==> src/rtl/trim_bank_pkg.sv <==
package trim_bank_pkg;
    localparam int REG_W    = 8;
    localparam int NUM_REGS = 4;
    localparam int IDX_W    = $clog2(NUM_REGS);

    localparam int SLEEP_IDX = 0;
    localparam int AUX_IDX   = 1;
    localparam int RSV_IDX   = 2;
    localparam int CUR_IDX   = 3;

    typedef struct packed {
        logic [2:0] bias;
        logic       en;
        logic       lock;
        logic [2:0] code;
    } sleep_reg_t;

    typedef struct packed {
        logic             valid;
        logic [REG_W-1:0] data;
    } rd_state_t;
endpackage

==> src/rtl/trim_addr_dec.sv <==
module trim_addr_dec #(
    parameter int ADDR_W   = 12,
    parameter int NUM_REGS = 4,
    parameter int WIN_A    = 'h2,
    parameter int WIN_B    = 'h3,
    parameter int OFFSET   = 'hF0
) (
    input  logic [ADDR_W-1:0]           addr,
    output logic                        hit,
    output logic [$clog2(NUM_REGS)-1:0] idx,
    output logic [NUM_REGS-1:0]         reg_sel
);
    localparam int IW    = $clog2(NUM_REGS);
    localparam int WIN_W = ADDR_W - 8;

    logic win_ok;
    logic off_ok;

    always_comb begin
        win_ok  = (addr[ADDR_W-1:8] == WIN_W'(WIN_A)) ||
                  (addr[ADDR_W-1:8] == WIN_W'(WIN_B));
        off_ok  = (addr[7:IW] == (8-IW)'(OFFSET >> IW));
        hit     = win_ok && off_ok;
        idx     = addr[IW-1:0];
        reg_sel = '0;
        if (hit) reg_sel[idx] = 1'b1;
    end

    // at most one register selected per access
    always_comb begin
        assert_sel_onehot_R2: assert ($onehot0(reg_sel));
    end
endmodule

==> src/rtl/trim_plain_reg.sv <==
module trim_plain_reg #(
    parameter int W = 8
) (
    input  logic         clk,
    input  logic         rst_n,
    input  logic         wr_en,
    input  logic [W-1:0] wdata,
    output logic [W-1:0] q
);
    typedef struct packed {
        logic [W-1:0] val;
    } plain_t;

    plain_t st_d, st_q;

    always_comb begin
        st_d = st_q;
        if (wr_en) st_d.val = wdata;
    end

    always_ff @(posedge clk or negedge rst_n) begin
        if (!rst_n) st_q <= '0;
        else        st_q <= st_d;
    end

    assign q = st_q.val;
endmodule

==> src/rtl/trim_lock_reg.sv <==
module trim_lock_reg
    import trim_bank_pkg::*;
(
    input  logic             clk,
    input  logic             rst_n,
    input  logic             wr_en,
    input  logic [REG_W-1:0] wdata,
    output logic [REG_W-1:0] q
);
    sleep_reg_t st_d, st_q;
    sleep_reg_t wfield;

    always_comb begin
        wfield = sleep_reg_t'(wdata);
        st_d   = st_q;
        if (wr_en) begin
            st_d.bias = wfield.bias;
            if (!st_q.lock) begin
                st_d.code = wfield.code;
                st_d.en   = wfield.en;
                st_d.lock = wfield.lock;
            end
        end
    end

    always_ff @(posedge clk or negedge rst_n) begin
        if (!rst_n) st_q <= '0;
        else        st_q <= st_d;
    end

    assign q = st_q;

    // once locked, lock stays set and the guarded fields hold
    assert_lock_sticky_R7: assert property (@(posedge clk) disable iff (!rst_n)
        st_q.lock |=> st_q.lock);
    assert_frozen_R7: assert property (@(posedge clk) disable iff (!rst_n)
        st_q.lock |=> ($stable(st_q.code) && $stable(st_q.en)));
    // a committing write while unlocked takes effect in one cycle
    assert_commit_R6: assert property (@(posedge clk) disable iff (!rst_n)
        (wr_en && !st_q.lock && wdata[3]) |=> (st_q.lock && st_q.code == $past(wdata[2:0])));
endmodule

==> src/rtl/trim_bank.sv <==
module trim_bank
    import trim_bank_pkg::*;
#(
    parameter int ADDR_W = 12,
    parameter int WIN_A  = 'h2,
    parameter int WIN_B  = 'h3,
    parameter int OFFSET = 'hF0
) (
    input  logic              clk,
    input  logic              rst_n,
    input  logic              low_power,
    input  logic              bus_sel,
    input  logic              bus_wr,
    input  logic [ADDR_W-1:0] bus_addr,
    input  logic [REG_W-1:0]  bus_wdata,
    output logic              rd_valid,
    output logic [REG_W-1:0]  rd_data,
    output logic [2:0]        sleep_ref_code,
    output logic              sleep_ref_en,
    output logic              sleep_ref_locked,
    output logic [2:0]        bias_code,
    output logic [6:0]        aux_code,
    output logic              aux_en,
    output logic [2:0]        cur_ref_code,
    output logic              cur_ref_en
);
    logic                              hit;
    logic [IDX_W-1:0]                  idx;
    logic [NUM_REGS-1:0]               reg_sel;
    logic [NUM_REGS-1:0][REG_W-1:0]    reg_q;
    logic                              wr_go;
    logic                              rd_go;
    rd_state_t                         rd_d, rd_q;

    trim_addr_dec #(
        .ADDR_W  (ADDR_W),
        .NUM_REGS(NUM_REGS),
        .WIN_A   (WIN_A),
        .WIN_B   (WIN_B),
        .OFFSET  (OFFSET)
    ) u_dec (
        .addr   (bus_addr),
        .hit    (hit),
        .idx    (idx),
        .reg_sel(reg_sel)
    );

    assign wr_go = bus_sel && bus_wr;
    assign rd_go = bus_sel && !bus_wr && hit;

    for (genvar i = 0; i < NUM_REGS; i++) begin : g_reg
        if (i == SLEEP_IDX) begin : g_lock
            trim_lock_reg u_reg (
                .clk  (clk),
                .rst_n(rst_n),
                .wr_en(wr_go && reg_sel[i]),
                .wdata(bus_wdata),
                .q    (reg_q[i])
            );
        end else begin : g_plain
            trim_plain_reg #(.W(REG_W)) u_reg (
                .clk  (clk),
                .rst_n(rst_n),
                .wr_en(wr_go && reg_sel[i]),
                .wdata(bus_wdata),
                .q    (reg_q[i])
            );
        end
    end

    always_comb begin
        rd_d       = '0;
        rd_d.valid = rd_go;
        if (rd_go) rd_d.data = reg_q[idx];
    end

    always_ff @(posedge clk or negedge rst_n) begin
        if (!rst_n) rd_q <= '0;
        else        rd_q <= rd_d;
    end

    assign rd_valid = rd_q.valid;
    assign rd_data  = rd_q.data;

    assign sleep_ref_code   = reg_q[SLEEP_IDX][2:0];
    assign sleep_ref_locked = reg_q[SLEEP_IDX][3];
    assign sleep_ref_en     = reg_q[SLEEP_IDX][4];
    assign bias_code        = reg_q[SLEEP_IDX][7:5];
    assign aux_code         = reg_q[AUX_IDX][6:0];
    assign aux_en           = reg_q[AUX_IDX][7];
    assign cur_ref_code     = reg_q[CUR_IDX][2:0];
    assign cur_ref_en       = reg_q[CUR_IDX][3];

    // read data valid exactly one cycle after a mapped read
    assert_read_valid_R3: assert property (@(posedge clk) disable iff (!rst_n)
        rd_go |=> rd_valid);
    assert_no_spurious_R3: assert property (@(posedge clk) disable iff (!rst_n)
        !rd_go |=> !rd_valid);
    assert_read_data_R3: assert property (@(posedge clk) disable iff (!rst_n)
        (rd_go && !wr_go) |=> (rd_data == $past(reg_q[idx])));
    // low-power mode without writes keeps every register unchanged
    assert_retain_R11: assert property (@(posedge clk) disable iff (!rst_n)
        (low_power && !wr_go) |=> $stable(reg_q));
endmodule

==> config.mk <==
export PLATFORM = sky130hd
export DESIGN_NAME = trim_bank
export DESIGN_NICKNAME = d
export VERILOG_FILES = /design/src/rtl/trim_bank_pkg.sv /design/src/rtl/trim_addr_dec.sv /design/src/rtl/trim_plain_reg.sv /design/src/rtl/trim_lock_reg.sv /design/src/rtl/trim_bank.sv
export SDC_FILE = /design/constraint.sdc
export NUM_CORES = 1
export LEC_CHECK = 0
export BUFFER_PORTS_ARGS = -buffer_cell sky130_fd_sc_hd__buf_4
export CORE_ASPECT_RATIO = 1.2
export CORE_MARGIN = 3
export CORE_UTILIZATION = 34
export DETAILED_ROUTE_END_ITERATION = 16
export RECOVER_POWER = 100
export SYNTH_ARGS = -nofsm -noshare
export SYNTH_HDL_FRONTEND = slang
export SYNTH_HIERARCHICAL = 1
export SYNTH_SLANG_ARGS = --single-unit
==> constraint.sdc <==
create_clock -name clk -period 1.35 [get_ports clk]
set_clock_uncertainty 0.05 [all_clocks]
set_input_delay 0.2025 -clock clk [delete_from_list [all_inputs] [get_ports clk]]
set_output_delay 0.2025 -clock clk [all_outputs]
set_load 0.01 [all_outputs]
Word-level counts from Yosys, hierarchy flattened
Index checks and enable logic that the tools add are counted.

Register bits: 41. Bits of input ports: 25. Output and inout bits: 29.

Magnitude comparators: 2. Eq/ne operators: 3. Muxes and demuxes: 7. Bitwise gates (word level): 1. Reductions and logical operators: 12.

Operators by type and width (number): $bmux W8 S2 (1); $mux W8 (2); $logic_and A1 B1 Y1 (9); $eq A4 B2 Y1 const B (2); $mux W4 (2); $eq A6 B6 Y1 const B (1); $lt A2 B3 Y1 const B (1); $demux W1 S2 (1); $ge A2 B1 Y1 const B (1); $reduce_and A2 Y1 (1); $logic_not A1 Y1 (1); $logic_or A1 B1 Y1 (1); $mux W1 (1); $not A1 Y1 (1).

Depth between registers and ports, before layout
Gate-level depths: netlist of run 1.

Depth in word-level cells: 7. Gate-level depth with buffers: 5. Gate-level depth less buffers: 5.

By module
Netlist of run 1, hierarchy kept.

By module, submodules not included: trim_plain_reg (times used 3, cells each 17, area each 331.6 µm², seq. area each 200.2 µm²); trim_bank (times used 1, cells each 44, area each 530.5 µm², seq. area each 225.2 µm²); trim_lock_reg (times used 1, cells each 17, area each 312.8 µm², seq. area each 200.2 µm²); trim_addr_dec (times used 1, cells each 13, area each 90.1 µm², seq. area each 0.0 µm²).

Least setup slack after synthesis of run 1
No wires, ideal clock.

Kind: input to register. From: input port bus_addr[3]. To: register g_reg[0].g_lock.u_reg.st_q, in the netlist g_reg[0].g_lock.u_reg/q[0]. Setup time: 0.125 ns. Arrival: 1.639 ns. Required time: 1.175 ns. Slack: -0.464 ns. Stages on the path: 5. Cells stage by stage: or4b_1 > nor4_1 > and3_1 > and2b_4 > mux2_4.

Cells in the longest elaborated chain, start to end: 5.

Ends and longest elaborated chain: start: declaration (line trim_bank.sv:14) `input logic [ADDR_W-1:0] bus_addr,`; $eq A6 B6 Y1 (line trim_addr_dec.sv:22) `off_ok = (addr[7:IW] == (8-IW)'(OFFSET >> IW));`; $logic_and A1 B1 Y1 (line trim_addr_dec.sv:23) `hit = win_ok && off_ok;`; $mux W4 (line trim_addr_dec.sv:26) `if (hit) reg_sel[idx] = 1'b1;`; net reg_sel[0] (line trim_bank.sv:29) `logic [NUM_REGS-1:0] reg_sel;`; $logic_and A1 B1 Y1 (line trim_bank.sv:56) `.wr_en(wr_go && reg_sel[i]),`; $reduce_and A2 Y1 (no source line); end signal: assignment (line trim_lock_reg.sv:28) `else st_q <= st_d;`; end: declaration (line trim_lock_reg.sv:10) `sleep_reg_t st_d, st_q;`.

The timed path passes the listed nets, and every way through them passes these cells. A chain may end at the register's enable or synchronous reset.

Final worst setup path of run 1
From: input port bus_addr[3]. To: register g_reg[2].g_plain.u_reg.st_q, in the netlist g_reg[2].g_plain.u_reg/q[3].

Cells in the longest elaborated chain, start to end: 4.

Ends and longest elaborated chain: $eq A6 B6 Y1 (line trim_addr_dec.sv:22); $logic_and A1 B1 Y1 (line trim_addr_dec.sv:23); $mux W4 (line trim_addr_dec.sv:26); net reg_sel[2] (line trim_bank.sv:29); $logic_and A1 B1 Y1 (line trim_bank.sv:64) `.wr_en(wr_go && reg_sel[i]),`; end signal: assignment (line trim_plain_reg.sv:23) `else st_q <= st_d;`; end: declaration (line trim_plain_reg.sv:14) `plain_t st_d, st_q;`.

The timed path passes the listed nets, and every way through them passes these cells.

==> impl_metrics.py, run 1 <==
metrics = {
    "placed_design": {
        "placedCellCount": 244,
        "place_area_mm2": 0.00244,
        "pre_cts_slack_ns": -0.549,
        "place.gp.congestion": 0.739,
        "port_buffers": 51,
        "hpwl_mm": 3.19,
    },
    "synthesis": {
        "synth_xor_area_frac": 0,
        "ys.warnings.count": 6,
        "synth_area_mm2": 0.00193,
        "yosys.cell_types.count": 22,
        "muxShareOfSynthArea": 0.319,
        "syn_nets": 150,
        "synth_top_area_frac": 0.532,
        "ys_ff_latch": 41,
        "synth-compound-area-share": 0.0305,
        "synthAdderAreaFrac": 0,
        "yosys.area.top_type": "dfrtp_1",
        "synth_top_family_by_area": "multiplexers",
        "synthCells": 125,
        "netlist_top_cells_area": "dfrtp_1 53%, mux2_4 22%, mux2i_1 8.3%, o22ai_1 2.6%, buf_6 2.3%",
        "yosys.area_share.simple": 0.0727,
        "postSynthAreaPerCell_um2": 15.4,
        "ys_seq_area_frac": 0.532,
    },
    "worst_setup_path": {
        "reg2reg_slack_ns": 0.15,
        "cp_slowest_cell": "or4b_4",
        "worstRegToRegCells": 2,
        "r2r_start": "g_reg[0].g_lock.u_reg/q[3]",
        "path_class": "in2reg",
        "cp_top_family": "simple AND/OR/NAND/NOR gates",
        "worstPathArrival_ns": 1.73,
        "start_kind": "input port",
        "max_stage_delay_ns": 0.54,
        "crit_buf_inv": 2,
        "r2r-end": "g_reg[0].g_lock.u_reg/q[2]",
        "cp.required_ns": 1.47,
        "path_max_fanout": 8,
        "path_cells": "buf_6, or4b_4, nor4_2, and3_1, buf_12, mux2_4",
        "end_kind": "flop",
    },
    "final_layout": {
        "final_layout_size_suffix_gt1_frac": 0.495,
        "diodes": 0,
        "instances_no_fill": 256,
        "mostFrequentLayoutCell": "dfrtp_1",
        "final_cell_mix": "41 x dfrtp_1, 31 x clkbuf_1, 29 x mux2_4",
        "area_delta_synth_final_pct": 35.6,
        "final_area_mm2": 0.00261,
        "fin_nets": 218,
        "num-fill-cells": 499,
    },
    "floorplan": {
        "pin_count": 54,
        "num_rows": 29,
        "die_w_um": 74.7,
        "initial_core_util": 0.359,
        "core_area_mm2": 0.00537,
        "die_h_um": 88.5,
        "die_area_mm2": 0.00661,
    },
    "timing": {
        "relSlewSlack": 0.634,
        "grt_setup_unrepaired": "true",
        "hold_viol_final": 0,
        "min_period_ns": 1.61,
        "setup_viol": 37,
        "fin_ws_ns": -0.260,
        "setup_tns_ns": -4.02,
        "worst-slew-pin-transition_ns": 0.549,
        "maxSlewViolCount": 0,
        "post-route-period-util": 1.19,
        "timing.fmax_ghz": 0.621,
    },
    "routing": {
        "drt_iter0_drc": 78,
        "totalWireLength_mm": 4.49,
        "vias_per_cell": 5.11,
        "post_drt_wl_per_cell_um": 17.6,
        "vias": 1308,
        "firstDrtPassIters": 4,
        "drc": 0,
        "drtAntennaViolNets": 0,
    },
    "run": {
        "cap_viol_max_count": 0,
    },
    "power": {
        "peakVddDrop_v": 0.000343,
        "cellPowerDensity_mw_per_mm2": 828,
        "leakagePower_uw": 0.00123,
        "fin_total_pwr_uw": 2160,
    },
    "grt": {
        "grt_pass1_vias": 1405,
        "grt_overflow": 0,
        "antenna_found_initial": 0,
        "track_usage": 0.143,
        "grt_max_degree": 42,
        "grt_pass1_wl_mm": 7.16,
    },
    "clock_network": {
        "clk_latency_ns": 0.29,
        "ctsRootBufferMaster": "clkbuf_8",
        "cts_tree": "yes",
        "clkSlewWorstSetupHoldPaths_ns": 0.07,
        "h-tree-depth": 2,
        "cts_buffers": 5,
        "cts.sink_count": 41,
        "cts_buffer_depth": 2,
    },
    "status": {
        "status": "complete, but fails checks",
        "violations": "setup timing",
    },
    "worst_hold_path": {
        "hold_depth": 2,
        "min_to": "rd_valid",
        "min_path_type": "in2reg",
        "hold_start": "bus_wr",
    },
}
[how the worst max path moves through the flow]
stage                      from                          end  depth (start not counted)
floorplan           bus_addr[3]   g_reg[0].g_lock.u_reg/q[0]                          5
global placement    bus_addr[3]   g_reg[0].g_lock.u_reg/q[1]                          6
detailed placement  bus_addr[3]   g_reg[0].g_lock.u_reg/q[2]                          6
CTS                 bus_addr[3]   g_reg[0].g_lock.u_reg/q[2]                          6
global route        bus_addr[3]  g_reg[2].g_plain.u_reg/q[3]                          6
finish              bus_addr[3]  g_reg[2].g_plain.u_reg/q[3]                          6
[cell families (layout without fill, tap and decap cells)]
logic type / after synthesis / count (layout)
multiplexers: 47 / 47
AO/OA/AOI/OAI: 9 / 9
flip-flops: 41 / 41
AND/OR/NAND/NOR: 19 / 19
buffers and inverters: 9 / 78
[per-layer routing]
layer / track usage / share of wire / routed length, µm / vias to the layer above
li1: - / - / - / 593
met1: 0.190 / 0.41 / 1840 / 654
met2: 0.225 / 0.51 / 2280 / 51
met3: 0.0409 / 0.066 / 295 / 10
met4: 0.0453 / 0.016 / 74 / 0
met5: 0 / 0 / 0 / -
[cell usage after synthesis, drive strengths merged]
cell and number:
o22ai 8, nor2 1, buf 8, a21o 1, nand4 1, nand4b 1, mux2i 16, or2 1
nand2b 1, inv 1, or4b 1, nand2 1, mux2 31, nor4 5, nand4bb 2, and2b 1
and3 4, dfrtp 41
[worst register-to-register path, stage by stage, from the launching register on]
cell	delay, ns
dfrtp_1	0.43
and2b_4	0.32
mux2_4	0.30
[through the flow]
step                 util  hold slack [ns]
floorplan               -           -0.143
global placement    0.455            0.152
detailed placement  0.455            0.162
CTS                 0.480           0.0435
global route        0.487           0.0687
finish              0.487           0.0587
[sequential cells by signal, indices dropped and copies added, names as in the netlist]
name and count:
rd_data 8, g.g_plain.u_reg/q 24, rd_valid 1, g.g_lock.u_reg/q 8
[layout make-up]
cell class              instances  area, µm²  area share
clock inverters                 2       10.0     0.00383
well taps                      62       77.6      0.0297
multi-input cells              75        938       0.359
inverters                       1       3.75     0.00144
clock buffers                   6       72.6      0.0278
repair buffers                 69        485       0.186
flip-flops and latches         41       1030       0.393
[power by group]
| group | total (µW) | switching [µW] | internal, µW |
|---|---|---|---|
| clock | 750 | 392 | 358 |
| sequential | 1230 | 3.30 | 1230 |
| combinational | 179 | 87.1 | 92.2 |
| total | 2160 | 483 | 1680 |
[what timing repair did]
action | in CTS | in global routing
gates resized for setup | 8 | 22
setup endpoints to repair | 39 | 39
buffers inserted | 1 | 2
pin swaps | 3 | 11
hold buffers | 1 | 0
hold endpoints to repair | 41 | 0
No activity file was read; power rests on OpenSTA's default activity.
==> run 2, diff against run 1 <==
ABC_AREA = 1   (was unset)
==> run 2 against run 1 <==
  * The run now ends clean
  * Combinational power fell by 2%
  * Fmax is 37% higher
  * Via count up 36%
  * First-iteration DRC count grew 58%
  * Power up 12%
  * Largest cell class unchanged
==> impl_metrics.py, run 2 <==
metrics = {
    "final_layout": {
        "mostFrequentLayoutCell": "nand2_1",
        "fin_nets": 357,
        "area_delta_synth_final_pct": 22.3,
        "num-fill-cells": 633,
        "largest_reg_flops": 24,
        "multi_input_area_um2": 709,
        "seqCellArea_mm2": 0.00103,
        "utilization": 0.436,
        "instances_no_fill": 413,
        "diodes": 0,
        "final_cell_mix": "129 x nand2_1, 46 x inv_1, 41 x dfrtp_1",
        "final_layout_size_suffix_gt1_frac": 0.138,
    },
    "power": {
        "fin_total_pwr_uw": 2420,
        "peakVddDrop_v": 0.000353,
        "leakagePower_uw": 0.00135,
        "cellPowerDensity_mw_per_mm2": 973,
    },
    "clock_network": {
        "cts_tree": "yes",
        "ctsRootBufferMaster": "clkbuf_8",
        "clk_latency_ns": 0.29,
        "cts.sink_count": 41,
        "cts_buffers": 5,
        "h-tree-depth": 2,
        "cts_buffer_depth": 2,
        "clkSlewWorstSetupHoldPaths_ns": 0.08,
    },
    "synthesis": {
        "synthCells": 275,
        "yosys.area.top_type": "dfrtp_1",
        "ys_ff_latch": 41,
        "postSynthAreaPerCell_um2": 7.39,
        "netlist_top_cells_area": "dfrtp_1 50%, nand2_1 24%, inv_1 8.3%, nand3_1 4.9%, buf_6 3.9%",
        "synth.most_common_cell": "nand2_1",
        "ys.warnings.count": 6,
        "synthArstFlopShare": 1.00,
        "synth_edf_count": 0,
        "synth_area_mm2": 0.00203,
        "yosys.cell_types.count": 16,
        "syn_nets": 300,
        "ys_seq_area_frac": 0.505,
        "ys.flop_type": "dfrtp_1",
        "synth_top_area_frac": 0.505,
        "synth_commonest_cells": "129 x nand2_1, 45 x inv_1, 41 x dfrtp_1",
    },
    "floorplan": {
        "core_area_mm2": 0.00571,
        "die_w_um": 76.6,
        "initial_core_util": 0.356,
        "die_area_mm2": 0.00695,
        "die_h_um": 90.7,
        "pin_count": 54,
        "num_rows": 30,
    },
    "grt": {
        "grt_max_degree": 42,
        "grt_overflow": 0,
        "grt_pass1_wl_mm": 7.92,
        "track_usage": 0.146,
        "antenna_found_initial": 0,
        "grt_pass1_vias": 1722,
    },
    "timing": {
        "maxSlewViolCount": 0,
        "min_period_ns": 1.17,
        "timing.hold.ws_ns": 0.0883,
        "relSlewSlack": 0.624,
        "hold_viol_final": 0,
        "fin_ws_ns": 0.176,
        "worst-slew-pin-transition_ns": 0.564,
        "post-route-period-util": 0.869,
        "setup_viol": 0,
        "timing.fmax_ghz": 0.852,
        "grt_setup_unrepaired": "false",
    },
    "worst_setup_path": {
        "start_kind": "input port",
        "path_class": "in2reg",
        "max_stage_delay_ns": 0.25,
        "path_max_fanout": 8,
        "reg2reg_slack_ns": 0.45,
        "worstPathArrival_ns": 1.35,
        "r2r-end": "rd_data[3]",
        "cp.required_ns": 1.52,
        "cp_slowest_cell": "clkbuf_2",
        "worstRegToRegCells": 4,
        "end_kind": "flop",
        "r2r_start": "g_reg[0].g_lock.u_reg/q[3]",
        "path_cells": "clkbuf_4, inv_1, nand2_1, nor2_1, nand3_2, nor2_1, inv_1, nor2_1, clkbuf_2, nand2_1, nand2_1",
    },
    "placed_design": {
        "pre_cts_slack_ns": -0.104,
        "place.gp.congestion": 0.776,
        "placedCellCount": 404,
        "hpwl_mm": 3.37,
        "port_buffers": 51,
    },
    "routing": {
        "drtAntennaViolNets": 0,
        "post_drt_wl_per_cell_um": 11.5,
        "vias": 1783,
        "drt_iter0_drc": 123,
        "vias_per_cell": 4.32,
        "drc": 0,
        "firstDrtPassIters": 5,
        "totalWireLength_mm": 4.77,
    },
    "worst_hold_path": {
        "hold_start": "bus_wdata[6]",
        "min_to": "g_reg[1].g_plain.u_reg/q[6]",
        "min_path_type": "in2reg",
        "hold_depth": 3,
    },
    "status": {
        "status": "completed",
    },
    "run": {
        "cap_viol_max_count": 0,
    },
}
run 2: changes by cell type after synthesis, sizes merged, moves of 2 or more:
cell,delta
inv,+50
nand4bb,-2
o22ai,-8
mux2,-31
and3,-4
nor2,+10
buf,+2
nand3,+21
mux2i,-16
nor4,-5
a21oi,+8
nand2,+131
run 2: worst max-delay path by stage:
| stage | from | to | slack [ns] | cells after the start |
|---|---|---|---|---|
| 5_1_grt | bus_addr[2] | g_reg[1].g_plain.u_reg/q[3] | 0.002 | 11 |
| 6_report | bus_addr[2] | g_reg[3].g_plain.u_reg/q[1] | 0.18 | 11 |
| 3_5_place_dp | bus_addr[2] | g_reg[1].g_plain.u_reg/q[3] | -0.10 | 11 |
| 2_1_floorplan | bus_addr[2] | g_reg[0].g_lock.u_reg/q[0] | 0.17 | 11 |
| 4_1_cts | g_reg[0].g_lock.u_reg/q[3] | sleep_ref_locked | 0.19 | 1 |
| 3_3_place_gp | bus_addr[2] | g_reg[1].g_plain.u_reg/q[3] | -0.1 | 11 |
run 2: repair_timing:
action	in CTS	in global routing
resized for setup	0	0
buffers inserted	0	0
hold buffers	1	0
endpoints found under the hold margin	41	0
run 2: cells by family (layout without fill, tap and decap cells):
logic type             Yosys count  after routing  synth area share
AND/OR/NAND/NOR                165            165             0.329
buffers and inverters           61            119             0.146
AO/OA/AOI/OAI                    8              8            0.0197
flip-flops                      41             41             0.505
run 2: power breakdown:
part | internal, µW | total [µW] | switching, µW
sequential | 1230 | 1230 | 2.31
clock | 603 | 1010 | 408
combinational | 71.0 | 175 | 104
total | 1900 | 2420 | 514
run 2: worst max-delay path: cells and delay by family:
| family | cells | cell delay [ns] |
|---|---|---|
| AND/OR/NAND/NOR | 7 | 0.70 |
| buffers and inverters | 4 | 0.45 |
run 2: final cells by class:
type / instances / share of cell area
sequential: 41 / 0.413
multi-input combinational: 173 / 0.285
timing repair buffer: 60 / 0.135
inverter: 51 / 0.0800
tap: 80 / 0.0403
clock buffer: 7 / 0.0347
clock inverter: 1 / 0.0121
run 2: metal layers:
metal,global-route usage,wire [µm],up-vias
met3,0.0269,157,11
met5,0,0,-
li1,-,-,916
met1,0.164,2090,812
met4,0.0604,106,0
met2,0.267,2420,44
run 2: per-stage QoR:
step	cell area [µm²]	TNS (ns)
final	2490	0
after floorplan	2030	0
after global placement	2490	-1.46
after detailed placement	2490	-1.92
after CTS	2620	0
after global routing	2490	0
